## src/rtl/sbl_pkg.sv

```systemverilog
package sbl_pkg;

    localparam int BYTE_W  = 8;
    localparam int ADDR_W  = 16;
    localparam int IWORD_W = 32;
    localparam int DWORD_W = 16;
    localparam int PROBE_LAST = 6;          // command + 2 address + 4 data bytes
    localparam int HDR_LAST   = 4;          // five record header bytes

    localparam logic [BYTE_W-1:0] CMD_READ  = 8'h03;
    localparam logic [BYTE_W-1:0] REC_START = 8'h04;
    localparam logic [BYTE_W-1:0] KIND_EXEC = 8'h03;

    typedef enum logic [1:0] {
        SP_INSTR = 2'd0,
        SP_XDATA = 2'd1,
        SP_YDATA = 2'd2,
        SP_NONE  = 2'd3
    } space_e;

    typedef enum logic [2:0] {
        ST_IDLE,
        ST_PROBE,
        ST_GAP,
        ST_HDR,
        ST_FIELD,
        ST_PAYLOAD,
        ST_END
    } phase_e;

    typedef struct packed {
        logic [BYTE_W-1:0] kind;
        logic [15:0]       len;
        logic [BYTE_W-1:0] addr_lo;
    } rec_hdr_t;

    typedef struct packed {
        logic               en;
        space_e             space;
        logic [ADDR_W-1:0]  addr;
        logic [IWORD_W-1:0] data;
    } mem_wr_t;

    function automatic logic [2:0] bytes_per_word(space_e sp);
        return (sp == SP_INSTR) ? 3'(IWORD_W / BYTE_W) : 3'(DWORD_W / BYTE_W);
    endfunction

    // left-justify n collected bytes inside a word of bpw bytes
    function automatic logic [IWORD_W-1:0] justify(logic [IWORD_W-1:0] v,
                                                   logic [2:0] n, logic [2:0] bpw);
        return v << {bpw - n, 3'b000};
    endfunction

endpackage

```

## src/rtl/sbl_spi_byte.sv

```systemverilog
module sbl_spi_byte
    import sbl_pkg::*;
#(
    parameter int SCLK_HALF = 4
) (
    input  logic              clk,
    input  logic              rst,
    input  logic              start,
    input  logic [BYTE_W-1:0] tx,
    input  logic              miso,
    output logic              sclk,
    output logic              mosi,
    output logic              busy,
    output logic              done,
    output logic [BYTE_W-1:0] rx
);
    localparam int DW = (SCLK_HALF > 1) ? $clog2(SCLK_HALF) : 1;
    localparam logic [DW-1:0] DLAST = DW'(SCLK_HALF - 1);

    logic [DW-1:0]     div_q;
    logic [2:0]        bit_q;
    logic [BYTE_W-1:0] sh_q;

    always_ff @(posedge clk) begin
        if (rst) begin
            busy  <= 1'b0;
            done  <= 1'b0;
            sclk  <= 1'b0;
            div_q <= '0;
            bit_q <= '0;
            sh_q  <= '0;
            rx    <= '0;
        end else begin
            done <= 1'b0;
            if (!busy) begin
                if (start) begin
                    busy  <= 1'b1;
                    sh_q  <= tx;
                    div_q <= '0;
                    bit_q <= '0;
                    sclk  <= 1'b0;
                end
            end else if (div_q == DLAST) begin
                div_q <= '0;
                sclk  <= ~sclk;
                if (!sclk) begin
                    rx <= {rx[BYTE_W-2:0], miso};
                end else if (bit_q == 3'd7) begin
                    busy <= 1'b0;
                    done <= 1'b1;
                end else begin
                    bit_q <= bit_q + 3'd1;
                    sh_q  <= {sh_q[BYTE_W-2:0], 1'b0};
                end
            end else begin
                div_q <= div_q + DW'(1);
            end
        end
    end

    assign mosi = busy & sh_q[BYTE_W-1];

    AST_MOSI_HELD: assert property (@(posedge clk) disable iff (rst)
        (sclk && $past(sclk)) |-> $stable(mosi)) else $error("mosi moved with sclk high");
    AST_DONE_SINGLE: assert property (@(posedge clk) disable iff (rst)
        done |=> !done) else $error("byte done longer than one cycle");

endmodule

```

## src/rtl/sbl_packer.sv

```systemverilog
module sbl_packer
    import sbl_pkg::*;
(
    input  logic              clk,
    input  logic              rst,
    input  logic              load,
    input  space_e            load_space,
    input  logic [ADDR_W-1:0] load_addr,
    input  logic              in_vld,
    input  logic [BYTE_W-1:0] in_byte,
    input  logic              in_last,
    output mem_wr_t           wr
);
    logic [IWORD_W-1:0] acc_q;
    logic [2:0]         cnt_q;
    space_e             space_q;
    logic [ADDR_W-1:0]  addr_q;

    logic [IWORD_W-1:0] acc_n;
    logic [2:0]         cnt_n;
    logic [2:0]         bpw;
    logic               emit;

    always_comb begin
        acc_n = {acc_q[IWORD_W-BYTE_W-1:0], in_byte};
        cnt_n = cnt_q + 3'd1;
        bpw   = bytes_per_word(space_q);
        emit  = in_vld && ((cnt_n == bpw) || in_last);
    end

    always_ff @(posedge clk) begin
        if (rst) begin
            acc_q   <= '0;
            cnt_q   <= '0;
            space_q <= SP_NONE;
            addr_q  <= '0;
            wr      <= '0;
        end else begin
            wr.en <= emit;
            if (load) begin
                acc_q   <= '0;
                cnt_q   <= '0;
                space_q <= load_space;
                addr_q  <= load_addr;
            end else if (emit) begin
                wr.space <= space_q;
                wr.addr  <= addr_q;
                wr.data  <= justify(acc_n, cnt_n, bpw);
                addr_q   <= addr_q + ADDR_W'(1);
                acc_q    <= '0;
                cnt_q    <= '0;
            end else if (in_vld) begin
                acc_q <= acc_n;
                cnt_q <= cnt_n;
            end
        end
    end

    AST_SPACE_VALID: assert property (@(posedge clk) disable iff (rst)
        wr.en |-> (wr.space != SP_NONE)) else $error("write to no space");
    AST_DATA_UPPER_ZERO: assert property (@(posedge clk) disable iff (rst)
        (wr.en && wr.space != SP_INSTR) |-> (wr.data[IWORD_W-1:DWORD_W] == '0))
        else $error("data word upper half set");

endmodule

```

## src/rtl/spi_boot_loader.sv

```systemverilog
module spi_boot_loader
    import sbl_pkg::*;
#(
    parameter int          SCLK_HALF = 4,
    parameter logic [31:0] SIGNATURE = 32'h564C5349
) (
    input  logic        clk,
    input  logic        rst,
    input  logic        start,
    input  logic        strap_cs,
    input  logic        miso,
    output logic        sclk,
    output logic        mosi,
    output logic        cs_n,
    output logic        wr_en,
    output logic [1:0]  wr_space,
    output logic [15:0] wr_addr,
    output logic [31:0] wr_data,
    output logic        done,
    output logic        skipped,
    output logic [15:0] exec_addr
);
    phase_e             phase_q;
    logic [2:0]         idx_q;
    logic [31:0]        probe_q;
    logic               wide_q;
    rec_hdr_t           hdr_q;
    logic [15:0]        rem_q;
    logic               done_q, skip_q;
    logic [ADDR_W-1:0]  exec_q;

    logic               eng_busy, eng_done, kick, active;
    logic [BYTE_W-1:0]  tx_byte, rx_byte;
    logic [2:0]         hdr_last;
    logic [31:0]        probe_n;
    logic               known, pk_load, pk_vld;
    mem_wr_t            wr;

    always_comb begin
        active   = (phase_q == ST_PROBE) || (phase_q == ST_HDR) ||
                   (phase_q == ST_FIELD) || (phase_q == ST_PAYLOAD);
        kick     = active && !eng_busy && !eng_done;
        hdr_last = wide_q ? 3'd3 : 3'd2;
        probe_n  = {probe_q[23:0], rx_byte};
        known    = hdr_q.kind < KIND_EXEC;
        pk_load  = (phase_q == ST_FIELD) && eng_done && (idx_q == 3'(HDR_LAST));
        pk_vld   = (phase_q == ST_PAYLOAD) && eng_done && known;
        tx_byte  = '0;
        if (phase_q == ST_PROBE && idx_q == 3'd0) tx_byte = CMD_READ;
        if (phase_q == ST_HDR) begin
            if (idx_q == 3'd0)          tx_byte = CMD_READ;
            else if (idx_q == hdr_last) tx_byte = REC_START;
        end
    end

    sbl_spi_byte #(.SCLK_HALF(SCLK_HALF)) u_spi (
        .clk(clk), .rst(rst), .start(kick), .tx(tx_byte), .miso(miso),
        .sclk(sclk), .mosi(mosi), .busy(eng_busy), .done(eng_done), .rx(rx_byte)
    );

    sbl_packer u_pack (
        .clk(clk), .rst(rst), .load(pk_load),
        .load_space(known ? space_e'(hdr_q.kind[1:0]) : SP_NONE),
        .load_addr({rx_byte, hdr_q.addr_lo}),
        .in_vld(pk_vld), .in_byte(rx_byte), .in_last(rem_q == 16'd1), .wr(wr)
    );

    always_ff @(posedge clk) begin
        if (rst) begin
            phase_q <= ST_IDLE;
            idx_q   <= '0;
            probe_q <= '0;
            wide_q  <= 1'b0;
            hdr_q   <= '0;
            rem_q   <= '0;
            done_q  <= 1'b0;
            skip_q  <= 1'b0;
            exec_q  <= '0;
        end else begin
            unique case (phase_q)
                ST_IDLE: if (start) begin
                    if (!strap_cs) begin
                        phase_q <= ST_END;
                        done_q  <= 1'b1;
                        skip_q  <= 1'b1;
                    end else begin
                        phase_q <= ST_PROBE;
                        idx_q   <= '0;
                    end
                end
                ST_PROBE: if (eng_done) begin
                    if (idx_q >= 3'd3) probe_q <= probe_n;
                    if (idx_q == 3'(PROBE_LAST)) begin
                        if (probe_n == SIGNATURE) begin
                            wide_q  <= 1'b0;
                            phase_q <= ST_GAP;
                        end else if (probe_n[23:0] == SIGNATURE[31:8]) begin
                            wide_q  <= 1'b1;
                            phase_q <= ST_GAP;
                        end else begin
                            phase_q <= ST_END;
                            done_q  <= 1'b1;
                            skip_q  <= 1'b1;
                        end
                    end else begin
                        idx_q <= idx_q + 3'd1;
                    end
                end
                ST_GAP: begin
                    phase_q <= ST_HDR;
                    idx_q   <= '0;
                end
                ST_HDR: if (eng_done) begin
                    if (idx_q == hdr_last) begin
                        phase_q <= ST_FIELD;
                        idx_q   <= '0;
                    end else begin
                        idx_q <= idx_q + 3'd1;
                    end
                end
                ST_FIELD: if (eng_done) begin
                    idx_q <= idx_q + 3'd1;
                    case (idx_q)
                        3'd0: hdr_q.kind     <= rx_byte;
                        3'd1: hdr_q.len[7:0] <= rx_byte;
                        3'd2: hdr_q.len[15:8] <= rx_byte;
                        3'd3: hdr_q.addr_lo  <= rx_byte;
                        default: begin
                            idx_q <= '0;
                            if (hdr_q.kind == KIND_EXEC) begin
                                exec_q  <= {rx_byte, hdr_q.addr_lo};
                                done_q  <= 1'b1;
                                phase_q <= ST_END;
                            end else if (hdr_q.len != 16'd0) begin
                                rem_q   <= hdr_q.len;
                                phase_q <= ST_PAYLOAD;
                            end
                        end
                    endcase
                end
                ST_PAYLOAD: if (eng_done) begin
                    rem_q <= rem_q - 16'd1;
                    if (rem_q == 16'd1) begin
                        phase_q <= ST_FIELD;
                        idx_q   <= '0;
                    end
                end
                ST_END: ;
                default: phase_q <= ST_IDLE;
            endcase
        end
    end

    assign cs_n      = !active;
    assign wr_en     = wr.en;
    assign wr_space  = wr.space;
    assign wr_addr   = wr.addr;
    assign wr_data   = wr.data;
    assign done      = done_q;
    assign skipped   = skip_q;
    assign exec_addr = exec_q;

    AST_SCLK_IDLE_LOW: assert property (@(posedge clk) disable iff (rst)
        cs_n |-> !sclk) else $error("sclk high without select");
    AST_DONE_STICKY: assert property (@(posedge clk) disable iff (rst)
        done |=> done) else $error("done dropped");
    AST_SKIP_QUIET: assert property (@(posedge clk) disable iff (rst)
        skipped |-> (!wr_en && cs_n)) else $error("activity after skip");
    AST_EXEC_FROZEN: assert property (@(posedge clk) disable iff (rst)
        (done && !skipped) |=> ($stable(exec_addr) && !wr_en)) else $error("change after execute");

endmodule

```

## config.mk

```make
export PLATFORM = sky130hd
export DESIGN_NAME = spi_boot_loader
export DESIGN_NICKNAME = d
export VERILOG_FILES = /design/src/rtl/sbl_pkg.sv /design/src/rtl/sbl_spi_byte.sv /design/src/rtl/sbl_packer.sv /design/src/rtl/spi_boot_loader.sv
export SDC_FILE = /design/constraint.sdc
export NUM_CORES = 1
export LEC_CHECK = 0
export BUFFER_PORTS_ARGS = -buffer_cell sky130_fd_sc_hd__buf_2
export CORE_MARGIN = 2
export CORE_UTILIZATION = 33
export DETAILED_ROUTE_END_ITERATION = 8
export PLACE_DENSITY = 0.48
export REMOVE_ABC_BUFFERS = 1
export SETUP_SLACK_MARGIN = 0.05
export SLEW_MARGIN = 20
export SYNTH_ARGS = -nofsm -noshare
export SYNTH_HDL_FRONTEND = slang
export SYNTH_SLANG_ARGS = --single-unit
```

## constraint.sdc

```tcl
create_clock -name clk -period 3.59 [get_ports clk]
set_clock_uncertainty 0.1 [all_clocks]
set_input_delay 0.8975 -clock clk [delete_from_list [all_inputs] [get_ports clk]]
set_output_delay 0.8975 -clock clk [all_outputs]
set_load 0.01 [all_outputs]
```

# After elaboration in Yosys (flattened, before gate mapping)
# Cells that the tools add are included.
[totals]
register_bits = 217
input_bits = 5
[op_classes]
add_sub_neg = 7
magnitude_cmp = 2
n_eq_ne = 40
shifts = 1
muxes = 76
bitwise_logic = 7
reduce_logical = 45
[op_table]
columns = ["cell", "count"]
rows = [
  ["two-way mux 16 bit", 7],
  ["two-way mux 3 bit", 30],
  ["two-way mux 8 bit", 8],
  ["equality test 32 x 31 -> 1 bit, second input constant", 1],
  ["one-hot mux 16 bit (2 select lines)", 1],
  ["left shift 32 x 6 -> 32 bit", 1],
  ["equality test 24 x 23 -> 1 bit, second input constant", 1],
  ["two-way mux 1 bit", 21],
  ["one-hot mux 3 bit (7 select lines)", 1],
  ["!= test 2 x 1 -> 1 bit, second input constant", 10],
  ["!= test 2 bit, second input constant", 10],
  ["equality test 3 bit, second input constant", 6],
  ["one-hot mux 3 bit (6 select lines)", 1],
  ["AND reduction 3 bit", 6],
  ["adder 16 x 1 -> 16 bit, second input constant", 1],
  ["equality test 16 x 1 -> 1 bit, second input constant", 1],
  ["nonzero test 16 bit", 1],
  ["subtractor 16 x 1 -> 16 bit, second input constant", 1],
  ["equality test 3 x 2 -> 1 bit, second input constant", 4],
  ["AND reduction 4 bit", 3],
  ["AND reduction 11 bit", 1],
  ["two-way mux 2 bit", 5],
  ["AND reduction 10 bit", 1],
  ["nonzero test 2 bit", 5],
  ["28 further kinds", 51],
]

# Longest topological paths before layout
[depth]
depth_word = 8
ltp_mapped = 11

# Modules after synthesis
# A second synthesis with hierarchy kept.
[unflattened]
hier_cells = 1122
area_unflattened_um2 = 10045.9
[by_module_without_submodules]
columns = ["module", "n_inst", "cells_per_inst", "area_each_um2", "seq_area_each_um2"]
rows = [
  ["spi_boot_loader", 1, 592, 4755.8, 1941.9],
  ["sbl_packer", 1, 431, 4249.1, 1921.8],
  ["sbl_spi_byte", 1, 99, 1041.0, 480.5],
]

# Least setup slack after synthesis
# OpenSTA, ideal clock, no wires.
[synth_timing]
path_type = "register to register"
from = "register u_pack.cnt_q[0]"
to = "register, netlist name u_pack.wr[10]"
t_arrival_ps = 2782
required_ps = 3416
setup_slack_ps = 633
path_stages_with_launch = 11
n_path_buf = 1
path_cell_list = "dfxtp_1 ha_1 xor2_1 ha_1 or3b_2 mux2_2 o21ai_1 nand2_1 or4_1 clkbuf_1 o21ai_0"
[synth_via]
elab_chain_len = 5
elab_cells_between_ends = 7
[synth_rtl]
columns = ["element", "line_no", "rtl"]
rows = [
  ["start: declaration", "sbl_packer.sv:15", "logic [2:0] cnt_q;"],
  ["start signal: assignment", "sbl_packer.sv:54", "cnt_q <= cnt_n;"],
  ["adder 3 x 1 -> 3 bit *", "sbl_packer.sv:26", "cnt_n = cnt_q + 3'd1;"],
  ["via u_pack.cnt_n[1]", "sbl_packer.sv:20", "logic [2:0] cnt_n;"],
  ["parallel branches: the longest is 4 deep, another holds subtractor 3 bit", "n/a", ""],
]
# Mark *: on every way through the listed nets, which the timed path passes.
# A chain may end at the register's enable or synchronous reset.

# Final worst setup path
[layout_timing]
from = "register u_pack.cnt_q[0]"
to = "register u_pack.addr_q[9]"
[layout_via]
elab_chain_len = 5
[layout_rtl]
columns = ["element", "line_no", "rtl"]
rows = [
  ["adder 3 x 1 -> 3 bit", "sbl_packer.sv:26", ""],
  ["equality test 3 bit", "sbl_packer.sv:28", "emit = in_vld && ((cnt_n == bpw) || in_last);"],
  ["logical OR 1 bit", "sbl_packer.sv:28", ""],
  ["logical AND 1 bit", "sbl_packer.sv:28", ""],
  ["nonzero test 2 bit (no source line)", "n/a", ""],
  ["end signal: assignment", "sbl_packer.sv:44", "addr_q <= load_addr;"],
  ["end signal: assignment", "sbl_packer.sv:49", "addr_q <= addr_q + ADDR_W'(1);"],
  ["end: declaration", "sbl_packer.sv:17", "logic [ADDR_W-1:0] addr_q;"],
]
# No other way between the ends.

==> insert_results.sql <==
INSERT INTO impl_metrics (metric_group, metric, value, unit) VALUES
('critical_path', 'critPathArrivalTime', '3500', 'ps'),
('sta', 'unrepaired_setup_endpoints_after_global_routing', 'false', ''),
('route', 'drt_pre_antenna_iters', '5', ''),
('floorplan', 'ioPinCount', '77', ''),
('floorplan', 'dieArea', '0.0305', 'mm²'),
('clocking', 'cts_hold_buffers_added', '0', ''),
('sta', 'slew_headroom', '48.0', '%'),
('clocking', 'clock_insertion_delay_worst_skew', '530', 'ps'),
('floorplan', 'chipWidth', '175', 'µm'),
('sta', 'maximum_operating_frequency', '0.319', 'GHz'),
('route', 'drt-vias-per-instance', '5.15', ''),
('clocking', 'clkTransAtPathRegs', '60', 'ps'),
('worst_hold_path', 'hold_class', 'reg -> reg', ''),
('route', 'drt-initial-drc-count', '613', ''),
('sta', 'timing_max_transition_violations_final', '0', ''),
('run', 'total_of_max_cap_violations', '0', ''),
('synthesis', 'synth.yosys.seq_area_share', '45.2', '%'),
('clocking', 'cts_root_buffer', 'clkbuf_16', ''),
('synthesis', 'edff_count_synth', '0', ''),
('critical_path', 'setup.worst_path.start_class', 'register', ''),
('route', 'routed_wl', '26400', 'µm'),
('synthesis', 'synthDominantAreaCellType', 'dfxtp_1', ''),
('global_routing', 'grt_antenna_before_repair', '0', ''),
('placed_design', 'gpl_congestion', '0.799', ''),
('critical_path', 'worst_ep_required_time', '3950', 'ps'),
('critical_path', 'count_of_cells_along_the_worst_register_to_register_path', '9', ''),
('synthesis', 'post_synth_main_area_contributors', 'dfxtp_1, nand2_1, mux2i_1', ''),
('sta', 'fin_crit_sh', '87.5', '%'),
('placed_design', 'post-dp-hpwl', '17000', 'µm'),
('layout', 'most_common_cell_after_layout_fill_and_taps_aside', 'nand2_1', ''),
('worst_hold_path', 'whs_path_depth', '2', ''),
('layout', 'nets', '1239', ''),
('synthesis', 'synth_seq_cells', '217', ''),
('synthesis', 'top_ff_cell_synth', 'dfxtp_1', ''),
('critical_path', 'r2r_end', 'u_pack.addr_q[9]$_SDFFE_PP0P_', ''),
('clocking', 'cts-root-to-sink-buffers', '3', ''),
('placed_design', 'dp_cells', '1577', ''),
('layout', 'fin_cells', '1625', ''),
('synthesis', 'ys_async_sr_fraction', '0', '%'),
('floorplan', 'initial_cell_density_of_the_core', '33.5', '%'),
('floorplan', 'die_h', '175', 'µm'),
('global_routing', 'first_pass_grt_wire_length', '43000', 'µm'),
('synthesis', 'post_synth_instance_area', '0.00961', 'mm²'),
('synthesis', 'synth.lib_cells_used.distinct', '64', ''),
('pwr', 'power-per-cell-area', '514', 'mW/mm²'),
('synthesis', 'netlist.area_leader.share', '45.2', '%'),
('route', 'routed_wire_length_per_instance', '16.2', 'µm'),
('clocking', 'clock_sinks', '217', ''),
('sta', 'finalCriticalPeriod', '3140', 'ps'),
('clocking', 'postCtsResizedCells', '0', ''),
('pwr', 'power', '5820', 'µW'),
('synthesis', 'syn_inst', '1168', ''),
('clocking', 'tritoncts', 'built', ''),
('critical_path', 'r2r_setup_slack', '450', 'ps'),
('global_routing', 'globalRoute.totalOverflow', '0', ''),
('sta', 'worstMarginPinSlew', '778', 'ps'),
('worst_hold_path', 'min-delay-start', 'u_spi.sh_q[7]$_SDFFE_PP0P_', ''),
('critical_path', 'worst_path_max_fanout', '45', ''),
('critical_path', 'critical_path_class', 'reg -> reg', ''),
('layout', 'antenna_cells', '0', ''),
('status', 'status', 'completed', ''),
('floorplan', 'floorplan.rows', '62', ''),
('route', 'num_vias', '8364', ''),
('layout', 'share_of_layout_cells_above_drive_strength_1', '14.0', '%'),
('layout', 'fillCellCount', '2992', ''),
('layout', 'synthToLayoutAreaGrowth', '17.8', '%'),
('critical_path', 'worst_setup_path_end_kind', 'register', ''),
('clocking', 'postCtsSetupRepairBufs', '0', ''),
('global_routing', 'pin_count_of_the_biggest_net_entering_global_routing', '79', ''),
('pwr', 'vdd_ir_drop_max', '312', 'µV'),
('global_routing', 'grt_usage', '17.0', '%');
[cells in the mapped netlist (6+ instances only)]
| master | number |
|---|---|
| nand2_1 | 222 |
| dfxtp_1 | 217 |
| a21oi_1 | 136 |
| nor2_1 | 110 |
| clkbuf_1 | 78 |
| mux2i_1 | 75 |
| nand3_1 | 36 |
| o21ai_0 | 36 |
| nor3_1 | 22 |
| nand2b_1 | 14 |
| ha_1 | 13 |
| inv_1 | 12 |
| and3_1 | 11 |
| or3_1 | 11 |
| a211oi_1 | 9 |
| a31oi_1 | 9 |
| mux2_2 | 9 |
| nor4_1 | 9 |
| a22o_1 | 8 |
| a32o_1 | 8 |
| nand3b_1 | 8 |
| o2111ai_1 | 8 |
| or4_1 | 8 |
| nor2b_1 | 7 |
| a22oi_1 | 6 |
| nand4_1 | 6 |
[how the worst max path moves through the flow]
| stage | startpoint | end | slack, ps | depth (start not counted) |
|---|---|---|---|---|
| after floorplan | u_pack.cnt_q[0]$_SDFFE_PP0P_ | u_pack.wr[24]$_SDFFE_PP0P_ | -1060 | 9 |
| after CTS | u_pack.cnt_q[0]$_SDFFE_PP0P_ | u_pack.addr_q[9]$_SDFFE_PP0P_ | 450 | 9 |
| after global placement | u_pack.cnt_q[0]$_SDFFE_PP0P_ | u_pack.addr_q[9]$_SDFFE_PP0P_ | 460 | 9 |
| after detailed placement | u_pack.cnt_q[0]$_SDFFE_PP0P_ | u_pack.addr_q[9]$_SDFFE_PP0P_ | 470 | 9 |
| after global routing | u_pack.cnt_q[0]$_SDFFE_PP0P_ | u_pack.addr_q[9]$_SDFFE_PP0P_ | 240 | 9 |
| final | u_pack.cnt_q[0]$_SDFFE_PP0P_ | u_pack.addr_q[9]$_SDFFE_PP0P_ | 450 | 9 |
[registers in the layout (all words and copies together), names as in the netlist, 2 cells and up]
register        count
u_spi.div_q         2
u_spi.bit_q         3
u_spi.rx            8
u_pack.acc_q       24
rem_q              16
exec_addr          16
hdr_q              32
probe_q            24
u_pack.wr          51
u_pack.space_q      2
idx_q               3
phase_q             3
u_pack.addr_q      16
u_pack.cnt_q        3
u_spi.sh_q          8
[worst max-delay path: stages, from the launching register on]
cell and delay, ps:
dfxtp_1 330, buf_4 430, ha_1 250, or3b_2 440, mux2_2 280, o21ai_1 100
nand2_1 90, buf_4 280, or4_1 560, a31oi_1 160
[layout make-up]
cell class / count / area (µm²) / area share [%]
Tap cell: 384 / 480 / 4.24
Clock buffer: 38 / 766 / 6.76
Sequential cell: 217 / 4340 / 38.3
Multi-Input combinational cell: 856 / 4930 / 43.5
Inverter: 12 / 45.0 / 0.398
Timing Repair Buffer: 108 / 627 / 5.53
Clock inverter: 10 / 136 / 1.20
[metrics by stage]
step                TNS, ps  utilization, %  hold slack, ps  setup WS [ps]  area (µm²)
finish                    0            39.5             343            450       11300
global route              0            39.5             361            239       11300
CTS                       0            39.5             348            451       11300
detailed placement        0            36.3             341            474       10400
global placement          0            36.3             335            457       10400
floorplan            -77460               -             321          -1060        9300
[per-layer routing]
layer | track usage, % | up-vias | wire length, µm
li1 | - | 4219 | -
met1 | 24.6 | 3979 | 13300
met2 | 27.0 | 130 | 11700
met3 | 2.13 | 36 | 942
met4 | 3.89 | 0 | 437
met5 | 0 | - | 0
[kinds of logic after synthesis]
kind of cell	after synthesis	share of synthesized area (%)
buffers and inverters	95	3.73
AOI/OAI and AO/OA	262	16.6
DFF	217	45.2
and+or+nand+nor	489	23.2
xor gates and xnor gates	8	0.729
muxes	84	8.86
adders and majority gates	13	1.69
[power by group]
| group | internal (µW) | switching, µW | leakage, µW |
|---|---|---|---|
| Sequential | 2460 | 93.3 | 0.00175 |
| Clock | 1690 | 1040 | 0.000449 |
| Combinational | 202 | 334 | 0.00206 |
| Total | 4350 | 1470 | 0.00426 |
(Power assumes the default switching activity.)
